<file path="src/rtl/oud_pkg.sv">
`timescale 1ns/1ps
package oud_pkg;

   // Width needed to hold a slot index 0..np-1.
   function automatic int rank_width(input int np);
      return (np > 1) ? $clog2(np) : 1;
   endfunction

   typedef enum logic {
      REGION_LOCAL  = 1'b0,
      REGION_SHARED = 1'b1
   } region_e;

endpackage

</file>
<file path="src/rtl/oud_rank.sv">
`timescale 1ns/1ps
// Per-port slot index: number of busy ports below each port.
module oud_rank #(
   parameter int NP = 6,
   parameter int RW = 3
) (
   input  logic [NP-1:0]    busy,
   output logic [NP*RW-1:0] rank
);

   generate
      for (genvar p = 0; p < NP; p++) begin : g_port
         if (p == 0) begin : g_first
            assign rank[RW-1:0] = '0;
         end else begin : g_rest
            logic [RW-1:0] cnt;
            always_comb begin
               cnt = '0;
               for (int b = 0; b < p; b++) begin
                  cnt = cnt + RW'(busy[b]);
               end
            end
            assign rank[p*RW +: RW] = cnt;
         end
      end
   endgenerate

endmodule

</file>
<file path="src/rtl/oud_slot_mux.sv">
`timescale 1ns/1ps
// Picks the table slot for each port. Port p can only ever need slots 0..p,
// so each port's mux is cut to p+1 inputs.
module oud_slot_mux #(
   parameter int NP    = 6,
   parameter int RW    = 3,
   parameter int FLD_W = 8
) (
   input  logic [NP*FLD_W-1:0] table_in,
   input  logic [NP*RW-1:0]    rank,
   output logic [NP*FLD_W-1:0] field
);

   generate
      for (genvar p = 0; p < NP; p++) begin : g_port
         logic [RW-1:0]    r;
         logic [FLD_W-1:0] f;
         assign r = rank[p*RW +: RW];
         always_comb begin
            f = '0;
            for (int s = 0; s <= p; s++) begin
               if (r == RW'(s)) f = table_in[s*FLD_W +: FLD_W];
            end
         end
         assign field[p*FLD_W +: FLD_W] = f;
      end
   endgenerate

endmodule

</file>
<file path="src/rtl/oud_port_reg.sv">
`timescale 1ns/1ps
// One port's registered routing state.
module oud_port_reg #(
   parameter int ADDR_W = 7
) (
   input  logic              clk,
   input  logic              rst_n,
   input  logic              adv,
   input  logic              take,
   input  logic              busy,
   input  logic [ADDR_W:0]   fld,
   output logic              valid_q,
   output logic [ADDR_W-1:0] addr_q,
   output logic              shared_q
);

   logic load;
   assign load = take & busy;

   always_ff @(posedge clk or negedge rst_n) begin
      if (!rst_n) begin
         valid_q  <= 1'b0;
         addr_q   <= '0;
         shared_q <= oud_pkg::REGION_LOCAL;
      end else if (adv) begin
         valid_q <= load;
         if (load) begin
            addr_q   <= fld[ADDR_W-1:0];
            shared_q <= fld[ADDR_W];
         end
      end
   end

   assert_vacant_hold_R6: assert property (@(posedge clk) disable iff (!rst_n)
      (adv && take && !busy) |=> ($stable(addr_q) && $stable(shared_q)));

   assert_stall_freeze_R8: assert property (@(posedge clk) disable iff (!rst_n)
      (!adv) |=> ($stable(valid_q) && $stable(addr_q) && $stable(shared_q)));

   assert_idle_drop_R9: assert property (@(posedge clk) disable iff (!rst_n)
      (adv && !take) |=> (!valid_q && $stable(addr_q)));

   assert_busy_load_R3: assert property (@(posedge clk) disable iff (!rst_n)
      (adv && take && busy) |=> (valid_q && addr_q == $past(fld[ADDR_W-1:0])));

endmodule

</file>
<file path="src/rtl/order_unpack_dispatch.sv">
`timescale 1ns/1ps
module order_unpack_dispatch #(
   parameter int N_IN   = 4,
   parameter int N_OUT  = 2,
   parameter int SEL_W  = 5,
   parameter int ADDR_W = 7,
   localparam int NP      = N_IN + N_OUT,
   localparam int FLD_W   = ADDR_W + 1,
   localparam int SEL_LSB = NP,
   localparam int TBL_LSB = NP + SEL_W,
   localparam int INSTR_W = TBL_LSB + NP * FLD_W
) (
   input  logic                    clk,
   input  logic                    rst_n,
   input  logic                    stall,
   input  logic                    instr_valid,
   input  logic [INSTR_W-1:0]      instr,
   output logic                    sel_valid,
   output logic [SEL_W-1:0]        sel_code,
   output logic [N_IN-1:0]         in_valid,
   output logic [N_IN*ADDR_W-1:0]  in_addr,
   output logic [N_IN-1:0]         in_shared,
   output logic [N_OUT-1:0]        out_valid,
   output logic [N_OUT*ADDR_W-1:0] out_addr,
   output logic [N_OUT-1:0]        out_shared
);

   localparam int RW = oud_pkg::rank_width(NP);

   // Elaboration-time parameter checks
   if (N_IN < 1)   begin : g_bad_in   $error("N_IN must be at least 1");   end
   if (N_OUT < 1)  begin : g_bad_out  $error("N_OUT must be at least 1");  end
   if (SEL_W < 1)  begin : g_bad_sel  $error("SEL_W must be at least 1");  end
   if (ADDR_W < 1) begin : g_bad_addr $error("ADDR_W must be at least 1"); end

   logic                adv, take;
   logic [NP-1:0]       bitmap;
   logic [SEL_W-1:0]    sel_f;
   logic [NP*FLD_W-1:0] table_f;
   logic [NP*RW-1:0]    rank;
   logic [NP*FLD_W-1:0] field;
   logic [NP-1:0]       pv;
   logic [NP*ADDR_W-1:0] pa;
   logic [NP-1:0]       ps;

   assign adv     = ~stall;
   assign take    = instr_valid;
   assign bitmap  = instr[NP-1:0];
   assign sel_f   = instr[SEL_LSB +: SEL_W];
   assign table_f = instr[TBL_LSB +: NP*FLD_W];

   oud_rank #(.NP(NP), .RW(RW)) i_rank (
      .busy (bitmap),
      .rank (rank)
   );

   oud_slot_mux #(.NP(NP), .RW(RW), .FLD_W(FLD_W)) i_mux (
      .table_in (table_f),
      .rank     (rank),
      .field    (field)
   );

   generate
      for (genvar p = 0; p < NP; p++) begin : g_port
         oud_port_reg #(.ADDR_W(ADDR_W)) i_reg (
            .clk      (clk),
            .rst_n    (rst_n),
            .adv      (adv),
            .take     (take),
            .busy     (bitmap[p]),
            .fld      (field[p*FLD_W +: FLD_W]),
            .valid_q  (pv[p]),
            .addr_q   (pa[p*ADDR_W +: ADDR_W]),
            .shared_q (ps[p])
         );
      end
   endgenerate

   always_ff @(posedge clk or negedge rst_n) begin
      if (!rst_n) begin
         sel_valid <= 1'b0;
         sel_code  <= '0;
      end else if (adv) begin
         sel_valid <= take;
         if (take) sel_code <= sel_f;
      end
   end

   assign in_valid   = pv[N_IN-1:0];
   assign out_valid  = pv[NP-1:N_IN];
   assign in_addr    = pa[N_IN*ADDR_W-1:0];
   assign out_addr   = pa[NP*ADDR_W-1:N_IN*ADDR_W];
   assign in_shared  = ps[N_IN-1:0];
   assign out_shared = ps[NP-1:N_IN];

   assert_sel_issue_R2: assert property (@(posedge clk) disable iff (!rst_n)
      (instr_valid && !stall) |=> (sel_valid && sel_code == $past(instr[SEL_LSB +: SEL_W])));

   assert_busy_count_R4: assert property (@(posedge clk) disable iff (!rst_n)
      (instr_valid && !stall) |=>
         ($countones({out_valid, in_valid}) == $countones($past(instr[NP-1:0]))));

   assert_sel_freeze_R8: assert property (@(posedge clk) disable iff (!rst_n)
      stall |=> ($stable(sel_valid) && $stable(sel_code)));

endmodule

</file>
<file path="config.mk">
export PLATFORM = sky130hd
export DESIGN_NAME = order_unpack_dispatch
export DESIGN_NICKNAME = d
export VERILOG_FILES = /design/src/rtl/oud_pkg.sv /design/src/rtl/oud_rank.sv /design/src/rtl/oud_slot_mux.sv /design/src/rtl/oud_port_reg.sv /design/src/rtl/order_unpack_dispatch.sv
export SDC_FILE = /design/constraint.sdc
export NUM_CORES = 1
export LEC_CHECK = 0
export ABC_AREA = 1
export BUFFER_PORTS_ARGS = -buffer_cell sky130_fd_sc_hd__buf_2
export CORE_UTILIZATION = 55
export CTS_CLUSTER_DIAMETER = 150
export DETAILED_ROUTE_END_ITERATION = 8
export PLACE_DENSITY = 0.95
export SYNTH_ARGS = -nofsm -noshare
export SYNTH_HDL_FRONTEND = slang
export SYNTH_SLANG_ARGS = --single-unit
export TNS_END_PERCENT = 20
</file>
<file path="constraint.sdc">
create_clock -name clk -period 1.1 [get_ports clk]
set_clock_uncertainty 0.1 [all_clocks]
set_input_delay 0.22 -clock clk [delete_from_list [all_inputs] [get_ports clk]]
set_output_delay 0.22 -clock clk [all_outputs]
set_load 0.005 [all_outputs]
</file>
==> results_dict.tcl, run 1 <==
set metrics [dict create \
    status "did not finish" \
    stop_stage "5_1_grt" \
    stop_error "[ERROR GRT-0232] Routing congestion too high. Check the congestion heatmap in the GUI." \
    synthFlopType "dfrtp_1" \
    syn_nets 565 \
    grt_max_degree 38 \
    synth_seq_cells 60 \
    io_buffer_count 122 \
    routabilityCongestion 1.05 \
    synth_edf_count 0 \
    clock-sinks 60 \
    die_x_microns 84.5 \
    worstEndpointType "sequential cell input" \
    synthArstFlopShare_pct 100 \
    muxShareOfSynthArea_pct 0 \
    pre_cts_ws_ns -1.49 \
    avgSynthCellArea_sq_um 7.55 \
    synth-simple-area-share_pct 29.3 \
    yosys_warnings 0 \
    synth_compound_area_share_pct 19.5 \
    synth_cell_type_count 35 \
    synth_top_family_by_area "simple AND/OR/NAND/NOR gates" \
    cts_max_level 3 \
    synthXorXnorAreaFrac_pct 0 \
    rows 29 \
    dpl.hpwl_microns 10100 \
    synth_fa_ha_area_share_pct 2.21 \
    die_y_microns 84.5 \
    crit_endpoint "g_port[5].i_reg.addr_q[5]$_DFFE_PN0P_/D" \
    start_util_pct 58.0 \
    grt_use_total_pct 77.5 \
    root_buffer "clkbuf_8" \
    yosysSeqAreaShare_pct 40.1 \
    grt_overflow 4 \
    cts_made_buffers 9 \
    netlist_area_sq_um 3740 \
    ios 123 \
    syn-instance-count 496 \
    cts_max_path_buffers 2 \
]
==> cell families after synthesis <==
group / Yosys count
flip-flops: 60
buffers and inverters: 71
AND/OR/NAND/NOR: 229
adder cells (fa/ha/maj): 6
AO/OA/AOI/OAI: 130
==> cell usage after synthesis, types with 8 or more instances <==
cell type	instances	area share [%]
a31oi_1	12	2.0
nor2_1	51	5.1
o22ai_1	8	1.3
nand2_2	8	1.3
nand2_1	116	12
inv_1	41	4.1
o21ai_1	11	1.5
dfrtp_1	60	40
o21ai_0	34	4.5
buf_4	12	2.4
nand3_1	27	3.6
o211ai_1	10	2.0
a21oi_1	47	6.3
==> metal layers <==
layer,GRT usage (%),overflow
met5,31.5,0
met1,78.8,0
met4,75.2,3
met2,90.9,1
met3,65.4,0
==> through the flow <==
step                      hold WS, ns  TNS [ns]  std cells  instance area (sq um)
after CTS                      0.0284    -26.80        777                   5450
after detailed placement      0.00557    -40.63        744                   4900
after global placement       -0.00680    -37.49        744                   4900
after floorplan                -0.176    -33.22        496                   3780
==> what timing repair did <==
item                                   CTS
hold buffers                             6
pin swaps                               15
endpoints found under the hold margin   65
gates resized for setup                 52
cloned                                   1
setup endpoints to repair               92
buffers inserted                        10
==> run 2, diff against run 1 <==
--- a/config.mk
+++ b/config.mk
@@ -7,10 +7,9 @@
 export LEC_CHECK = 0
 export ABC_AREA = 1
 export BUFFER_PORTS_ARGS = -buffer_cell sky130_fd_sc_hd__buf_2
-export CORE_UTILIZATION = 55
-export CTS_CLUSTER_DIAMETER = 150
+export CORE_UTILIZATION = 40
 export DETAILED_ROUTE_END_ITERATION = 8
-export PLACE_DENSITY = 0.95
+export PLACE_DENSITY_LB_ADDON = 0.15
 export SYNTH_ARGS = -nofsm -noshare
 export SYNTH_HDL_FRONTEND = slang
 export SYNTH_SLANG_ARGS = --single-unit
==> run 2 against run 1 <==
Against the previous run: the flow now finishes, with violations (negative setup slack); synthesized cell count unchanged; area after synthesis unchanged.
==> results_dict.tcl, run 2 <==
set metrics [dict create \
    status "complete, but fails checks" \
    failed_checks "negative setup slack" \
    timing.fmax_mhz 474 \
    seqPwrFrac_pct 34.2 \
    root_buffer "clkbuf_8" \
    min-delay-start "instr[12]" \
    timing.reg2reg.setup_slack_ns 0.30 \
    start_util_pct 42.1 \
    clock-sinks 60 \
    whs_path_depth 3 \
    slew_violations 0 \
    synthXorXnorAreaFrac_pct 0 \
    most-common-layout-cells "121 x buf_2, 112 x nand2_1, 79 x buf_4, 60 x dfrtp_1, 47 x nor2_1" \
    cp.arrival_ns 2.25 \
    grt_first_pass_wirelength_microns 21600 \
    antenna_cells 0 \
    synth-simple-area-share_pct 29.3 \
    cts_tree "built" \
    cp_slowest_cell "fa_2" \
    synth_most_common_cell "nand2_1" \
    tightest_slew_ns 0.307 \
    grt_max_degree 29 \
    drt_iter0_markers 286 \
    syn-instance-count 496 \
    crit_top_cell "nand2_1" \
    worst-path-buf-inv 3 \
    dpl.hpwl_microns 10400 \
    synth_cell_type_count 35 \
    dieArea_sq_um 9750 \
    via_count 4388 \
    top_regs "g_port.i_reg.addr_q (42), g_port.i_reg.shared_q (6), g_port.i_reg.valid_q (6)" \
    clockPowerShare_pct 25.0 \
    pre_cts_ws_ns -1.43 \
    muxShareOfSynthArea_pct 0 \
    routabilityCongestion 0.982 \
    nets 784 \
    clk_pin_slew_ns 0.08 \
    syn_nets 565 \
    synth_seq_cells 60 \
    cp_top_family "adder cells" \
    regMostFlops "g_port.i_reg.addr_q" \
    yosys_warnings 0 \
    critPathMaxStageDelay_ns 0.59 \
    largest_reg_flops 42 \
    finalHoldViolCount 0 \
    antenna_found_initial 0 \
    drt_pass1_iterations 5 \
    critPathLaunchType "input port" \
    layout.cells.non_filler 828 \
    synth_edf_count 0 \
    synthArstFlopShare_pct 100 \
    ys_top_cells_by_area "dfrtp_1 40%, nand2_1 12%, a21oi_1 6.3%" \
    drv_cap 0 \
    core_region_area_sq_um 8890 \
    peakVddDrop_v 0.000615 \
    cts_made_buffers 9 \
    grt_pass1_vias 4230 \
    fin_tns_setup_ns -24.43 \
    min_to "g_port[1].i_reg.addr_q[1]" \
    avgSynthCellArea_sq_um 7.55 \
    switching_power_mw 3.17 \
    rsz0062_at_grt "true" \
    cts_max_level 3 \
    syn2layout_area_growth_pct 57.6 \
    cp-end-kind "flip-flop" \
    comb_power_share_pct 40.8 \
    min_period_over_period_pct 192 \
    rr_startpoint "g_port[4].i_reg.addr_q[0]" \
    timing.final.ws_setup_ns -1.01 \
    path_cells "buf_6, fa_2, ha_4, ha_4, nand3_4, clkinv_4, nand2_1, nand2_4, nand2_4, inv_4, a21oi_1, nand3_1, nand2_1, nand2_1" \
    drt-total-wl_microns 13400 \
    synthFlopType "dfrtp_1" \
    relSlewSlack_pct 79.5 \
    setup_viol 92 \
    cp_max_fo 8 \
    worst-path-stages 14 \
    cts_max_path_buffers 2 \
    required_ns 1.23 \
    drc_errors 0 \
    synth_compound_area_share_pct 19.5 \
    grt_use_total_pct 28.7 \
    die_x_microns 98.7 \
    p_int_mw 5.31 \
    synth_top_family_by_area "simple AND/OR/NAND/NOR gates" \
    swShare_pct 37.3 \
    grt_overflow 0 \
    worst_r2r_path_depth 2 \
    synth_top_area_share_pct 40.1 \
    final_antenna_net_count 0 \
    ios 123 \
    timing.rr.end "g_port[4].i_reg.addr_q[0]" \
    drt-vias-per-instance 5.30 \
    yosysSeqAreaShare_pct 40.1 \
    netlist_area_sq_um 3740 \
    synth_top_cell_by_area "dfrtp_1" \
    power_density_nw_per_um2 1440 \
    die_y_microns 98.7 \
    final_util_pct 66.4 \
    drive_gt1_share_pct 47.2 \
    min_path_type "input port to flip-flop" \
    synth_fa_ha_area_share_pct 2.21 \
    rows 34 \
    placedCellCount 799 \
    leakagePower_nw 3.04 \
    final_common_cell "buf_2" \
    fin_crit_ns 2.11 \
    critical_path_class "input port to flip-flop" \
    yosys-top-cells-count "116 x nand2_1, 60 x dfrtp_1, 51 x nor2_1, 47 x a21oi_1, 41 x inv_1" \
    worst_skew_pair.late_latency_ns 0.35 \
    io_buffer_count 122 \
    wire_per_inst_microns 16.2 \
]
run 2: layer usage:
layer	up-vias	global-route usage [%]	part of all wire [%]
met5	-	0	0
met4	0	10.8	3.3
met3	39	4.26	5.5
met2	178	47.1	47
met1	2065	38.4	44
li1	2106	-	-
run 2: cell families (layout without fill, tap and decap cells):
| kind of cell | Yosys count | in the layout |
|---|---|---|
| flops | 60 | 60 |
| simple gates | 229 | 229 |
| buf+inv | 71 | 295 |
| fa+ha+maj | 6 | 6 |
| compound gates | 130 | 130 |
run 2: how the worst max path moves through the flow:
stage / startpoint / end / slack, ns
2_1_floorplan: instr[0] / g_port[4].i_reg.addr_q[1] / -1.11
3_3_place_gp: instr[2] / g_port[5].i_reg.addr_q[4] / -1.38
3_5_place_dp: instr[2] / g_port[5].i_reg.addr_q[6] / -1.43
4_1_cts: instr[0] / g_port[5].i_reg.addr_q[2] / -0.96
5_1_grt: instr[0] / g_port[5].i_reg.addr_q[2] / -1.09
6_report: instr[0] / g_port[5].i_reg.addr_q[6] / -1.01
run 2: power by group through the flow:
| stage | Clock [mW] | Combinational [mW] | Sequential [mW] |
|---|---|---|---|
| CTS | 2.15 | 3.28 | 2.90 |
| finish | 2.12 | 3.46 | 2.90 |
| global placement | 0 | 2.90 | 2.92 |
| floorplan | 0 | 1.56 | 2.94 |
| global route | 2.25 | 3.79 | 2.95 |
| detailed placement | 0 | 2.93 | 2.93 |
run 2: timing repair:
item / in CTS / in global routing
hold buffers: 6 / 0
resized for setup: 75 / 35
setup endpoints to repair: 92 / 93
buffers inserted: 6 / 1
pin swaps: 29 / 9
hold endpoints to repair: 65 / 0
run 2: through the flow:
stage	hold WS [ns]	area [sq um]	total power, mW
after global placement	0.0274	5140	5.82
after global routing	0.0547	5900	8.99
after CTS	0.0352	5740	8.33
final	0.0421	5900	8.48
after detailed placement	0.0268	5140	5.86
after floorplan	-0.176	3780	4.49
run 2: final cells by class:
cell class              instances  area, sq um
clock buffers                   9          124
clock inverters                 7         82.6
inverters                      52          221
well taps                     108          135
fillers                       746         2990
repair buffers                227         1550
multi-input cells             365         2290
flip-flops and latches         60         1500
run 2: worst min-delay path, stage by stage:
cell	delay, ns
buf_2	0.10
nand2_1	0.06
a31oi_1	0.07
Power figures use the tool's default switching activity.
